**src/rtl/segAddrPkg.sv**
```systemverilog
package segAddrPkg;

  typedef enum logic [1:0] {
    SEG_CODE  = 2'd0,
    SEG_DATA  = 2'd1,
    SEG_EXTRA = 2'd2,
    SEG_STACK = 2'd3
  } segSel_e;

  typedef enum logic [2:0] {
    ACC_FETCH   = 3'd0,
    ACC_DATA    = 3'd1,
    ACC_STRDST  = 3'd2,
    ACC_STK_SP  = 3'd3,
    ACC_STK_BP  = 3'd4
  } accKind_e;

  localparam int NUM_SEG = 4;

  // control-to-datapath strobes
  typedef struct packed {
    logic    wrStb;
    segSel_e wrTgt;
    logic    rdStb;
    segSel_e rdTgt;
  } ctlStrobe_t;

endpackage

```
**src/rtl/segAddrCtl.sv**
```systemverilog
module segAddrCtl
  import segAddrPkg::*;
(
  input  logic       clk,
  input  logic       rstN,
  input  logic       wrEn,
  input  logic [1:0] wrSel,
  input  logic       accValid,
  input  logic [2:0] accKind,
  input  logic       ovrValid,
  input  logic [1:0] ovrSel,
  output ctlStrobe_t strobe
);

  segSel_e defaultSeg;

  // default segment from the access kind
  always_comb begin
    unique case (accKind)
      ACC_FETCH:              defaultSeg = SEG_CODE;
      ACC_STRDST:             defaultSeg = SEG_EXTRA;
      ACC_STK_SP, ACC_STK_BP: defaultSeg = SEG_STACK;
      default:                defaultSeg = SEG_DATA;
    endcase
  end

  always_comb begin
    strobe.wrStb = wrEn;
    strobe.wrTgt = segSel_e'(wrSel);
    strobe.rdStb = accValid;
    strobe.rdTgt = ovrValid ? segSel_e'(ovrSel) : defaultSeg;
  end

  assert_override_wins_R7: assert property (@(posedge clk) disable iff (!rstN)
    (accValid && ovrValid) |-> (strobe.rdTgt == segSel_e'(ovrSel)));

  assert_fetch_code_R4: assert property (@(posedge clk) disable iff (!rstN)
    (accValid && !ovrValid && accKind == 3'd0) |-> (strobe.rdTgt == SEG_CODE));

  assert_stack_kinds_R6: assert property (@(posedge clk) disable iff (!rstN)
    (accValid && !ovrValid && (accKind == 3'd3 || accKind == 3'd4))
      |-> (strobe.rdTgt == SEG_STACK));

endmodule

```
**src/rtl/segAddrDp.sv**
```systemverilog
module segAddrDp
  import segAddrPkg::*;
#(
  parameter int SEG_W = 16,
  parameter int OFS_W = 16,
  parameter int SHIFT = 4
)(
  input  logic             clk,
  input  logic             rstN,
  input  ctlStrobe_t       strobe,
  input  logic [SEG_W-1:0] wrData,
  input  logic [OFS_W-1:0] offset,
  output logic             outValid,
  output logic [SEG_W+SHIFT-1:0] physAddr,
  output logic [SEG_W+SHIFT-1:0] segStart,
  output logic [SEG_W+SHIFT-1:0] segEnd
);

  localparam int PA_W = SEG_W + SHIFT;
  localparam logic [PA_W-1:0] SPAN = PA_W'((64'd1 << OFS_W) - 64'd1);

  logic [SEG_W-1:0] segRegs [NUM_SEG];

  for (genvar i = 0; i < NUM_SEG; i++) begin : g_seg
    always_ff @(posedge clk or negedge rstN) begin
      if (!rstN)
        segRegs[i] <= '0;
      else if (strobe.wrStb && strobe.wrTgt == segSel_e'(i))
        segRegs[i] <= wrData;
    end

    assert_write_lands_R8: assert property (@(posedge clk) disable iff (!rstN)
      (strobe.wrStb && strobe.wrTgt == segSel_e'(i)) |=> (segRegs[i] == $past(wrData)));
  end

  logic [SEG_W-1:0] selSeg;
  logic [PA_W-1:0]  baseNext, physNext, endNext;

  always_comb begin
    selSeg   = segRegs[strobe.rdTgt];
    baseNext = {selSeg, {SHIFT{1'b0}}};
    physNext = baseNext + PA_W'(offset);
    endNext  = baseNext + SPAN;
  end

  always_ff @(posedge clk or negedge rstN) begin
    if (!rstN) begin
      outValid <= 1'b0;
      physAddr <= '0;
      segStart <= '0;
      segEnd   <= '0;
    end else begin
      outValid <= strobe.rdStb;
      if (strobe.rdStb) begin
        physAddr <= physNext;
        segStart <= baseNext;
        segEnd   <= endNext;
      end
    end
  end

  assert_valid_follows_R2: assert property (@(posedge clk) disable iff (!rstN)
    strobe.rdStb |=> outValid);

  assert_offset_span_R2: assert property (@(posedge clk) disable iff (!rstN)
    strobe.rdStb |=> (PA_W'(physAddr - segStart) == PA_W'($past(offset))));

  assert_start_aligned_R3: assert property (@(posedge clk) disable iff (!rstN)
    outValid |-> (segStart[SHIFT-1:0] == '0));

  assert_idle_hold_R10: assert property (@(posedge clk) disable iff (!rstN)
    !strobe.rdStb |=> (!outValid && $stable(physAddr) && $stable(segEnd)));

endmodule

```
**src/rtl/segAddrGen.sv**
```systemverilog
module segAddrGen
  import segAddrPkg::*;
(
  input  logic        clk,
  input  logic        rstN,
  input  logic        wrEn,
  input  logic [1:0]  wrSel,
  input  logic [15:0] wrData,
  input  logic        accValid,
  input  logic [2:0]  accKind,
  input  logic [15:0] offset,
  input  logic        ovrValid,
  input  logic [1:0]  ovrSel,
  output logic        outValid,
  output logic [19:0] physAddr,
  output logic [19:0] segStart,
  output logic [19:0] segEnd
);

  ctlStrobe_t strobe;

  segAddrCtl u_ctl (
    .clk(clk), .rstN(rstN), .wrEn(wrEn), .wrSel(wrSel),
    .accValid(accValid), .accKind(accKind),
    .ovrValid(ovrValid), .ovrSel(ovrSel), .strobe(strobe)
  );

  segAddrDp #(.SEG_W(16), .OFS_W(16), .SHIFT(4)) u_dp (
    .clk(clk), .rstN(rstN), .strobe(strobe), .wrData(wrData),
    .offset(offset), .outValid(outValid), .physAddr(physAddr),
    .segStart(segStart), .segEnd(segEnd)
  );

endmodule

```
**config.mk**
```make
export PLATFORM = sky130hd
export DESIGN_NAME = segAddrGen
export DESIGN_NICKNAME = d
export VERILOG_FILES = /design/src/rtl/segAddrPkg.sv /design/src/rtl/segAddrCtl.sv /design/src/rtl/segAddrDp.sv /design/src/rtl/segAddrGen.sv
export SDC_FILE = /design/constraint.sdc
export NUM_CORES = 1
export LEC_CHECK = 0
export ABC_AREA = 1
export BUFFER_PORTS_ARGS = -buffer_cell sky130_fd_sc_hd__buf_2
export CAP_MARGIN = 25
export CORE_MARGIN = 8
export CORE_UTILIZATION = 51
export DETAILED_ROUTE_END_ITERATION = 10
export PLACE_DENSITY = 0.75
export SETUP_SLACK_MARGIN = 0.05
export SLEW_MARGIN = 40
export SYNTH_ARGS = -nofsm -noshare
export SYNTH_HDL_FRONTEND = slang
export SYNTH_SLANG_ARGS = --single-unit
```
**constraint.sdc**
```tcl
create_clock -name clk -period 1.8 [get_ports clk]
set_input_delay 0.36 -clock clk [delete_from_list [all_inputs] [get_ports clk]]
set_output_delay 0.36 -clock clk [all_outputs]
set_load 0.02 [all_outputs]
```
## After elaboration in Yosys (flattened, before gate mapping)

Index checks and enable logic that the tools add are counted.

| cells by class | value |
|---|---|
| divide/modulo/power cells | 0 |
| reduce and logical (&&, ||, !) cells | 7 |
| add/sub/neg operators | 2 |
| $mul | 0 |
| magnitude comparators | 1 |
| bitwise gates (word level) | 1 |
| shift-type cells | 0 |
| multiplexer cells | 5 |
| eq/ne operators | 6 |

Operator list:

| operator | count |
|---|---|
| binary-select mux 16 bit (select 2 bit) | 1 |
| two-way mux 16 bit | 2 |
| adder 20 x 16 -> 20 bit | 1 |
| adder 20 x 16 -> 20 bit (second input constant) | 1 |
| equality test 3 x 2 -> 1 bit (second input constant) | 2 |
| case mux 2 bit (3 select lines) | 1 |
| equality test 2 bit (second input constant) | 2 |
| logical AND 1 bit | 4 |
| equality test 3 bit (second input constant) | 1 |
| >= comparator 3 bit (second input constant) | 1 |
| logical NOT 3 bit | 1 |
| NOT 2 -> 3 bit | 1 |
| equality test 2 x 1 -> 1 bit (second input constant) | 1 |
| logical NOT 2 bit | 1 |
| two-way mux 2 bit | 1 |
| OR reduction 2 bit | 1 |

| word-level totals | value |
|---|---|
| flip-flop bits (word level) | 121 |
| bits of input ports | 44 |
| memory bits (read-only) | 0 |
| bits in writable memories | 0 |
| logic and storage cells | 30 |
| output and inout bits | 61 |
| memories kept | 0 |
| latch bits | 0 |

## Longest topological paths before layout

Gate-level depths: netlist of the first run.

| logic depth | value |
|---|---|
| depth after elaboration | 9 |
| depth in mapped cells | 20 |
| depth with buffers taken out | 19 |

## By module

A second synthesis of the first run with hierarchy kept.

| second synthesis, totals | value |
|---|---|
| cells, all modules | 742 |
| area, all modules | 5944.5 µm² |

By module, submodules not included:

| module | cells each | seq. area each (µm²) | times used | area each (µm²) |
|---|---|---|---|---|
| segAddrDp | 727 | 2952.8 | 1 | 5870.6 |
| segAddrCtl | 15 | 0.0 | 1 | 73.8 |

## Worst setup path after synthesis of the first run

No wires, ideal clock.

| timing path | value |
|---|---|
| path kind | input port to flip-flop |
| from | in accKind[0] |
| to | reg u_dp.physAddr[19] |
| setup time | 0.124 ns |
| required time | 1.676 ns |
| slack | -0.645 ns |
| path buffers | 1 |
| arrival | 2.321 ns |
| stages | 15 |
| path through | nor2_1 > nand2_1 > a21oi_4 > buf_4 > nand3_1 > nand2_1 > inv_1 > ha_1 > nand2_1 > nor2_1 > inv_1 > nor4_1 > nand2_1 > nand3_1 > nand3_1 |

| between the ends | value |
|---|---|
| word-level cells in the longest chain between the ends | 9 |
| elaborated cells on any way between the ends | 12 |
| classes of those cells | add/sub (1); eq/ne (3); mux (5); bitwise (1); reduce/logical (2) |

Ends and longest elaborated chain:

| what | line | text |
|---|---|---|
| start: declaration | segAddrGen.sv:10 | `input logic [2:0] accKind,` |
| equality test 3 x 2 -> 1 bit / equality test 3 bit (equally long branches) | segAddrCtl.sv:19 | `unique case (accKind)` |
| OR reduction 2 bit | segAddrCtl.sv:19 |  |
| case mux 2 bit (3 select lines) (*) | segAddrCtl.sv:19 |  |
| two-way mux 2 bit (*) | segAddrCtl.sv:31 | `strobe.rdTgt = ovrValid ? segSel_e'(ovrSel) : defaultSeg;` |
| NOT 2 -> 3 bit (implied by the code) (*) | segAddrDp.sv:40 | `selSeg = segRegs[strobe.rdTgt];` |
| binary-select mux 16 bit (select 2 bit) (*) | segAddrDp.sv:40 |  |
| two-way mux 16 bit (implied by the code) (*) (2 in series) | segAddrDp.sv:40 |  |
| net u_dp.selSeg[8] | segAddrDp.sv:36 | `logic [SEG_W-1:0] selSeg;` |
| adder 20 x 16 -> 20 bit (*) | segAddrDp.sv:42 | `physNext = baseNext + PA_W'(offset);` |
| end signal: assignment | segAddrDp.sv:55 | `physAddr <= physNext;` |
| end: declaration | segAddrDp.sv:14 | `output logic [SEG_W+SHIFT-1:0] physAddr,` |

The timed path passes the listed nets; every way through them passes the cells marked *. The select of a mux whose other input is x is not followed.
A chain may end at the register's enable or synchronous reset.

## Worst setup path after layout of the first run

| timing path | value |
|---|---|
| from | in ovrValid |
| to | reg u_dp.physAddr[15] |

| between the ends | value |
|---|---|
| word-level cells in the longest chain between the ends | 6 |

Ends and longest elaborated chain:

| what | line | text |
|---|---|---|
| start: declaration | segAddrGen.sv:12 | `input logic ovrValid,` |
| two-way mux 2 bit | segAddrCtl.sv:31 |  |
| NOT 2 -> 3 bit (implied by the code) | segAddrDp.sv:40 |  |
| binary-select mux 16 bit (select 2 bit) | segAddrDp.sv:40 |  |
| two-way mux 16 bit (implied by the code) (2 in series) | segAddrDp.sv:40 |  |
| net u_dp.selSeg[4] | segAddrDp.sv:36 |  |
| adder 20 x 16 -> 20 bit | segAddrDp.sv:42 |  |

The timed path passes the listed nets, and every way through them passes these cells. The select of a mux whose other input is x is not followed.

==> results of run 1 <==
==> worst max-delay path by stage <==
stage,from,depth (start not counted),end
2_1_floorplan,ovrValid,14,u_dp.physAddr[17]
3_3_place_gp,ovrValid,14,u_dp.physAddr[17]
3_5_place_dp,accKind[2],18,u_dp.physAddr[14]
4_1_cts,accKind[2],19,u_dp.physAddr[19]
5_1_grt,accKind[1],18,u_dp.physAddr[15]
6_report,ovrValid,18,u_dp.physAddr[15]
==> placed cells by master (no fill, tap or decap), types with 13 or more instances in the layout <==
cell	Yosys	layout
nand2_1	245	215
dfrtp_1	118	118
buf_2	2	95
o21ai_0	91	81
buf_4	9	80
nand3_1	76	57
inv_1	65	50
nor2_1	51	43
nand2_2	11	28
nand3_2	2	17
clkbuf_16	0	17
nand2_4	2	14
ha_4	0	14
inv_2	3	13
==> power breakdown <==
part | switching (uW) | internal (uW)
clock network | 1180 | 2410
logic | 2010 | 1400
registers | 283 | 3140
==> layout make-up <==
class | instances | area share
Clock inverter | 9 | 0.0168
Inverter | 68 | 0.0316
Multi-Input combinational cell | 565 | 0.386
Sequential cell | 118 | 0.336
Clock buffer | 23 | 0.0544
Timing Repair Buffer | 192 | 0.154
Tap cell | 147 | 0.0209
==> registers in the layout, summed over array words and instances, names as in the netlist <==
register / flops
u_dp.segStart: 16
u_dp.physAddr: 20
u_dp.outValid: 1
u_dp.segEnd: 17
u_dp.segRegs: 64
==> critical path: cells and delay by family <==
family | cells | cell delay, ps
compound gates | 3 | 430
buf+inv | 5 | 580
fa+ha+maj | 1 | 310
simple gates | 9 | 780
==> through the flow <==
stage          instances  hold slack [ps]  total power [uW]  utilization
3_3_place_gp        1074              449              6330        0.641
5_1_grt             1122             91.0             10900        0.738
3_5_place_dp        1074              457              6410        0.641
2_1_floorplan        791             64.4              5280            -
4_1_cts             1119             49.6             10200        0.719
6_report            1122            -24.9             10400        0.738
==> timing repair <==
| action | in CTS | in global routing |
|---|---|---|
| setup endpoints to repair | 26 | 26 |
| pin swaps | 22 | 22 |
| gates cloned | 1 | 0 |
| resized for setup | 48 | 54 |
| setup buffers | 12 | 3 |
==> layer usage <==
layer,vias to the layer above,wire length [um],GRT usage,part of all wire
li1,2901,-,-,-
met1,2814,7720,0.266,0.42
met2,211,9120,0.381,0.49
met3,51,1060,0.0570,0.058
met4,0,545,0.0955,0.030
met5,-,0,0,0
==> kinds of logic (layout without fill, tap and decap cells) <==
group,count (synthesis),after routing
buffers and inverters,108,292
other,1,4
adders and majority gates,15,15
DFF,118,118
and+or+nand+nor,407,407
xor gates and xnor gates,4,4
muxes,1,1
AOI/OAI and AO/OA,134,134
==> flow_summary.ini, run 1 <==
[status]
status = finished with violations
violations = hold timing, setup timing

[timing]
hold_viol = 9
layout_setup_ws_ps = -357
rsz0062_at_grt = true
fin_skew_ps = 5.82
fmax_ghz = 0.464
setup_viol = 18
finalCriticalPeriod_ps = 2160
relSlewSlack = 0.555
period_share = 1.20
holdWs_ps = -24.9
worst_pin_slew_ps = 668
setup_tns_ps = -2050
drv_slew = 0

[synthesis]
yosys.area_share.adder = 0.0304
async_reset_ff_frac = 1.00
yosysMostFrequentCell = nand2_1
synth_top_family_by_area = simple AND/OR/NAND/NOR gates
synth-seq-cells = 118
yosys_warnings = 0
yosys-top-cells-count = nand2_1, dfrtp_1, o21ai_0
yosysTopAreaCellShare = 0.478
synth_xor_area_frac = 0.00567
synth_largest_area_cell = dfrtp_1
synth_area_leaders = dfrtp_1, nand2_1, o21ai_0
synth.avg_cell_area_um2 = 7.84
syn_area_mm2 = 0.00617
ys_seq_area_frac = 0.478
synthCells = 788
muxShareOfSynthArea = 0.00182
synth_compound_area_frac = 0.119
synthSimpleGateAreaFrac = 0.285
synth_edf_count = 0
ys.flop_type = dfrtp_1
synth_cell_types = 41

[clock_network]
htree_levels = 4
clk_path_buf_depth = 2
hold_buffers = 0
cts_tree = yes
clk_pin_slew_worst_paths_ps = 50
clk-insertion-delay-late_ps = 420
cts_sinks = 118
cts-root-buf = clkbuf_16
cts_inserted_buffers = 17

[routing]
totalWireLength_um = 18400
viasPerCell = 5.33
drtAntennaViolNets = 0
drtIter0Drc = 402
drc = 0
num_vias = 5977
wl_per_cell_um = 16.4
first_pass_iters = 8

[critical_path]
cp.required_ps = 2110
r2r_setup_slack_ps = -280
r2r-end = u_dp.physAddr[15]
slowest_stage = ha_4
cp-end-kind = flip-flop
worst-setup-path-type = in2reg
arrival_ps = 2470
r2r-start = u_dp.segRegs[37]
cp-start-kind = primary input
worstPathMaxFanout = 14
cp_slowest_stage_delay_ps = 310
reg2reg_depth = 13
path_cells = buf_12 -> nor2_4 -> nand2_4 -> buf_12 -> buf_6 -> nand3_1 -> nand3_1 -> nand2_2 -> inv_2 -> ha_4 -> a21oi_4 -> o21ai_1 -> inv_1 -> o21a_1 -> nand2_1 -> nand2_1 -> nand3_1 -> nand2_1

[run]
max-cap-violations = 0

[finish]
regArea_mm2 = 0.00295
drive_above_1_share = 0.369
syn2layout_area_growth_pct = 42.4
final_area_mm2 = 0.00879
multi_input_area_mm2 = 0.00340
finalNetCount = 1021
n_antenna_cell = 0
fill_cells = 854

[placement]
hpwl_um = 11500
portBuffers = 100
gp_congestion = 0.906
dpl-instance-area_mm2 = 0.00764
place_worst_setup_slack_ps = -712

[floorplan]
die_area_mm2 = 0.0159
die_y_um = 126
core_mm2 = 0.0119
start_util = 0.518
dieWidth_um = 126
ios = 105
rows = 40

[global_routing]
antenna_found_initial = 0
grt_start_max_net_pins = 119
first_global_vias = 5902
grt_pass1_wl_um = 28800
grt_usage = 0.225
gr-total-overflow = 0

[power]
powerDensity_mw_per_mm2 = 1190
power_leakage_uw = 0.00440
irDropWorstVdd_uv = 710

[worst_hold_path]
holdCritPathClass = in2async
(Power assumes the default switching activity.)
==> run 2, diff against run 1 <==
Settings changed: SETUP_SLACK_MARGIN 0.05 to default.
==> run 2 against run 1 <==
The run still ends with hold timing, setup timing left. Register-to-register slack hardly changed. Setup slack worse by 32 ps. Via count is 8.3% higher. Wire length is 17% higher. Critical path type unchanged. Largest power group is now combinational cells.
==> flow_summary.ini, run 2 (synthesis results as in run 1) <==
[status]
status = finished with violations
violations = hold timing, setup timing

[global_routing]
grt_start_max_net_pins = 119
first_global_vias = 6170
gr-total-overflow = 0
antenna_found_initial = 0
grt_pass1_wl_um = 30900
grt_usage = 0.242

[clock_network]
cts_sinks = 118
clk-insertion-delay-late_ps = 420
clk_pin_slew_worst_paths_ps = 50
cts-root-buf = clkbuf_16
cts_inserted_buffers = 17
cts_tree = yes
htree_levels = 4
clk_path_buf_depth = 2
hold_buffers = 0

[placement]
dp.cells = 1078
dpl-instance-area_mm2 = 0.00764
portBuffers = 100
hpwl_um = 11800
gp_congestion = 0.900

[power]
powerDensity_mw_per_mm2 = 1150
switching_share = 0.359
power_frac_seq = 0.320
irDropWorstVdd_uv = 702
switchingPower_uw = 3870
p_int_uw = 6900
p_comb_frac = 0.373
power_frac_clock = 0.307
power_leakage_uw = 0.00459

[timing]
fin_skew_ps = 7.11
relSlewSlack = 0.524
worst_pin_slew_ps = 714
rsz0062_at_grt = true
drv_slew = 0
holdWs_ps = -55.9
fmax_ghz = 0.457
setup_viol = 22
layout_setup_ws_ps = -389
period_share = 1.22
hold_viol = 14
finalCriticalPeriod_ps = 2190

[finish]
stdcell_count = 1137
layout_commonest_cell = nand2_1
n_antenna_cell = 0
utilization = 0.785
finalNetCount = 1038
largest_reg_flops = 64
final_area_mm2 = 0.00935
top_register = u_dp.segRegs
final_cell_mix = nand2_1, dfrtp_1, buf_2, o21ai_0, buf_4
drive_above_1_share = 0.430
reg_top3 = u_dp.segRegs: 64 flops, u_dp.physAddr: 20 flops, u_dp.segEnd: 17 flops
syn2layout_area_growth_pct = 51.5

[routing]
viasPerCell = 5.69
drc = 0
first_pass_iters = 6
totalWireLength_um = 21600
wl_per_cell_um = 19.0
met1Wirelength_um = 8650
num_vias = 6472
drtIter0Drc = 678
dr_wl_met3_um = 1380
wl_met2_um = 10900
top_layer_used = met4
drtAntennaViolNets = 0

[floorplan]
ios = 105
start_util = 0.518
die_area_mm2 = 0.0159
core_mm2 = 0.0119
die_y_um = 126
rows = 40
dieWidth_um = 126

[critical_path]
worstPathMaxFanout = 7
cp-end-kind = flip-flop
cp_num_buf_inv = 3
path_cells = buf_8 -> nor2_4 -> nand2_8 -> nand2_8 -> mux2_4 -> o21ai_4 -> inv_2 -> ha_4 -> nand2_8 -> buf_12 -> nor4_4 -> nand2_2 -> nand3_2 -> nand3_2
worst-setup-path-type = in2reg
crit_family = simple AND/OR/NAND/NOR gates
cp_common_cell = nand2_8
arrival_ps = 2490
reg2reg_depth = 10
cp.required_ps = 2100
cp_slowest_stage_delay_ps = 340
cp-start-kind = primary input
slowest_stage = ha_4
cp.depth = 14

[run]
max-cap-violations = 0

[worst_hold_path]
holdCritPathClass = in2async
run 2: changes by cell type in the layout (fill, tap and decap cells not counted), sizes merged:
cell | previous run | this run
bufinv | 4 | 2
nand2 | 258 | 260
clkbuf | 23 | 20
clkinv | 4 | 6
clkinvlp | 1 | 2
buf | 192 | 207
run 2: final cells by class:
cell class | count | area, um2
multi-input cells | 567 | 3840
flip-flops and latches | 118 | 2950
fillers | 727 | 2560
repair buffers | 207 | 1540
clock buffers | 20 | 467
inverters | 68 | 273
well taps | 147 | 184
clock inverters | 10 | 105
run 2: metal layers:
layer  global-route usage  vias up
met3               0.0603       72
li1                     -     2937
met4               0.0984        0
met1                0.290     3112
met5                    0        -
met2                0.409      351
run 2: power groups by stage:
stage          sequential (uW)  combinational (uW)  clock (uW)
2_1_floorplan             3730                1560           0
3_3_place_gp              3430                2930           0
3_5_place_dp              3460                2980           0
4_1_cts                   3420                3500        3330
5_1_grt                   3490                4270        3450
6_report                  3450                4010        3310
run 2: path summary, 6_finish.rpt:
path                                        from                end  slack (ps)
worst max register to register  u_dp.segRegs[43]  u_dp.physAddr[17]        -290
worst min register to register  u_dp.physAddr[0]   u_dp.physAddr[0]         470
min in group clk                       offset[2]   u_dp.physAddr[2]         130
worst max-delay path                  accKind[0]  u_dp.physAddr[17]        -390
max in group asynchronous                   rstN   u_dp.physAddr[6]        1240
worst min-delay path                        rstN   u_dp.physAddr[4]         -60
run 2: what timing repair did:
action                                  in CTS  in global routing
pin swaps                                   53                 63
gates resized for setup                    126                 79
cloned                                       4                  0
buffers inserted                            19                 10
endpoints found under the setup margin      25                 25
run 2: through the flow:
step	setup TNS, ps	worst slack, ps	power (uW)
after floorplan	-3320	-443	5280
after global placement	-15760	-738	6360
after detailed placement	-17130	-744	6430
after CTS	-1030	-146	10200
after global routing	-5290	-414	11200
final	-3580	-389	10800
==> run 3, diff against run 2 <==
Settings changed: CTS_BUF_LIST from default to sky130_fd_sc_hd__clkbuf_16, SETUP_SLACK_MARGIN from default to 0.5.
==> run 3 against run 2 <==
The run ends with setup timing left. Clock skew grew 6.4 ps. Critical endpoint is now u_dp.physAddr[19]. Sequential cell count is the same. Wire length grew 10%.
==> flow_summary.ini, run 3 (synthesis results as in run 1) <==
[status]
status = finished with violations
violations = setup timing

[critical_path]
cp_num_buf_inv = 5
crit_family = compound AO/OA/AOI/OAI gates
cp_common_cell = nand2_1
path_cells = buf_2 -> inv_2 -> nand2_4 -> buf_12 -> nand3_2 -> nand2_1 -> o21ai_2 -> inv_2 -> ha_4 -> a21oi_2 -> inv_1 -> a31oi_4 -> nor2_1 -> o21ai_2 -> nand2_1 -> nand2_1 -> nand3_1
worst-setup-path-type = in2reg
cp-end-kind = flip-flop
worstPathMaxFanout = 16
cp.required_ps = 2100
cp-start-kind = primary input
arrival_ps = 2530
slowest_stage = ha_4
cp_slowest_stage_delay_ps = 260

[routing]
first_pass_iters = 6
drtAntennaViolNets = 0
totalWireLength_um = 23800
viasPerCell = 5.91
drc = 0
num_vias = 6929
wl_per_cell_um = 20.3
drtIter0Drc = 905

[timing]
drv_slew = 0
holdWs_ps = 153
period_share = 1.24
layout_setup_ws_ps = -428
fin_skew_ps = 13.5
setup_viol = 28
hold_viol = 0
fmax_ghz = 0.449
rsz0062_at_grt = true
finalCriticalPeriod_ps = 2230

[finish]
reg_top3 = u_dp.segRegs: 64 flops, u_dp.physAddr: 20 flops, u_dp.segEnd: 17 flops
fill_cells = 575
layout_commonest_cell = nand2_1
finalNetCount = 1072
final_cell_mix = nand2_1, dfrtp_1, buf_4, buf_6, o21ai_0
drive_above_1_share = 0.467
n_antenna_cell = 0
largest_reg_flops = 64
stdcell_count = 1173
syn2layout_area_growth_pct = 61.9
top_register = u_dp.segRegs
utilization = 0.839

[global_routing]
antenna_found_initial = 0
gr-total-overflow = 0
first_global_vias = 6476
grt_pass1_wl_um = 32500
grt_start_max_net_pins = 78
grt_usage = 0.255

[floorplan]
dieWidth_um = 126
start_util = 0.518
die_y_um = 126
ios = 105
rows = 40
die_area_mm2 = 0.0159
core_mm2 = 0.0119

[placement]
dp.cells = 1066
place_worst_setup_slack_ps = -797
portBuffers = 100
hpwl_um = 12600
gp_congestion = 0.910

[worst_hold_path]
holdCritPathClass = in2reg

[clock_network]
cts_inserted_buffers = 17
htree_levels = 4
cts-root-buf = clkbuf_16
cts_sinks = 118
cts_tree = yes
clk-insertion-delay-late_ps = 420
clk_path_buf_depth = 2
clk_pin_slew_worst_paths_ps = 60

[power]
powerDensity_mw_per_mm2 = 1140
irDropWorstVdd_uv = 914
power_leakage_uw = 0.00491

[run]
max-cap-violations = 0
-- run 3: cell count changes in the layout (fill, tap and decap cells not counted), sizes merged, moves of 2 or more --
cell    change
buf        +32
inv         +3
clkbuf      -2
clkinv      +2
-- run 3: final timing paths --
kind                                  start           endpoint  slack [ps]  depth (start not counted)
min in group asynchronous              rstN   u_dp.physAddr[6]         450                          3
max in group asynchronous              rstN    u_dp.segRegs[1]         910                          3
setup reg to reg           u_dp.segRegs[58]  u_dp.physAddr[19]        -330                         13
setup / recovery                  ovrSel[0]  u_dp.physAddr[19]        -430                         17
hold reg to reg            u_dp.segRegs[11]   u_dp.segRegs[11]         490                          2
hold / removal                    offset[1]   u_dp.physAddr[1]         150                          3
-- run 3: worst reg2reg max path, delay by kind of cell, from the launching register on --
| kind | cells | cell delay (ps) |
|---|---|---|
| buffers and inverters | 2 | 190 |
| DFF | 1 | 390 |
| AOI/OAI and AO/OA | 4 | 700 |
| and+or+nand+nor | 6 | 510 |
| adders and majority gates | 1 | 260 |
-- run 3: metal layers --
layer	up-vias	global-route usage	part of all wire
met5	-	0	0
met4	0	0.123	0.047
met3	123	0.0709	0.095
met2	481	0.431	0.50
met1	3315	0.294	0.36
li1	3010	-	-
-- run 3: what timing repair did --
item / CTS / global route
resized for setup: 243 / 87
hold endpoints to repair: 42 / 0
cloned: 2 / 2
hold buffers: 1 / 0
pin swaps: 31 / 60
setup buffers: 33 / 37
setup endpoints to repair: 98 / 97
-- run 3: final cells by class --
type | instances | area [um2] | share of cell area
multi-input cells | 567 | 3800 | 0.380
flip-flops and latches | 118 | 2960 | 0.296
repair buffers | 241 | 2200 | 0.220
clock buffers | 17 | 425 | 0.0425
inverters | 68 | 288 | 0.0288
well taps | 147 | 184 | 0.0184
clock inverters | 15 | 146 | 0.0146
-- run 3: where the power goes --
group	total, uW	internal (uW)	switching (uW)
clock	3330	2130	1200
combinational	4580	2140	2430
sequential	3530	3140	381
total	11400	7420	4010
-- run 3: metrics by stage --
stage | power (uW) | area (um2) | TNS [ps]
final | 11400 | 10000 | -6740
after global placement | 6370 | 7640 | -15500
after detailed placement | 6460 | 7640 | -17980
after CTS | 10600 | 9340 | -1450
after global routing | 11900 | 10000 | -8910
after floorplan | 5320 | 6620 | -3350
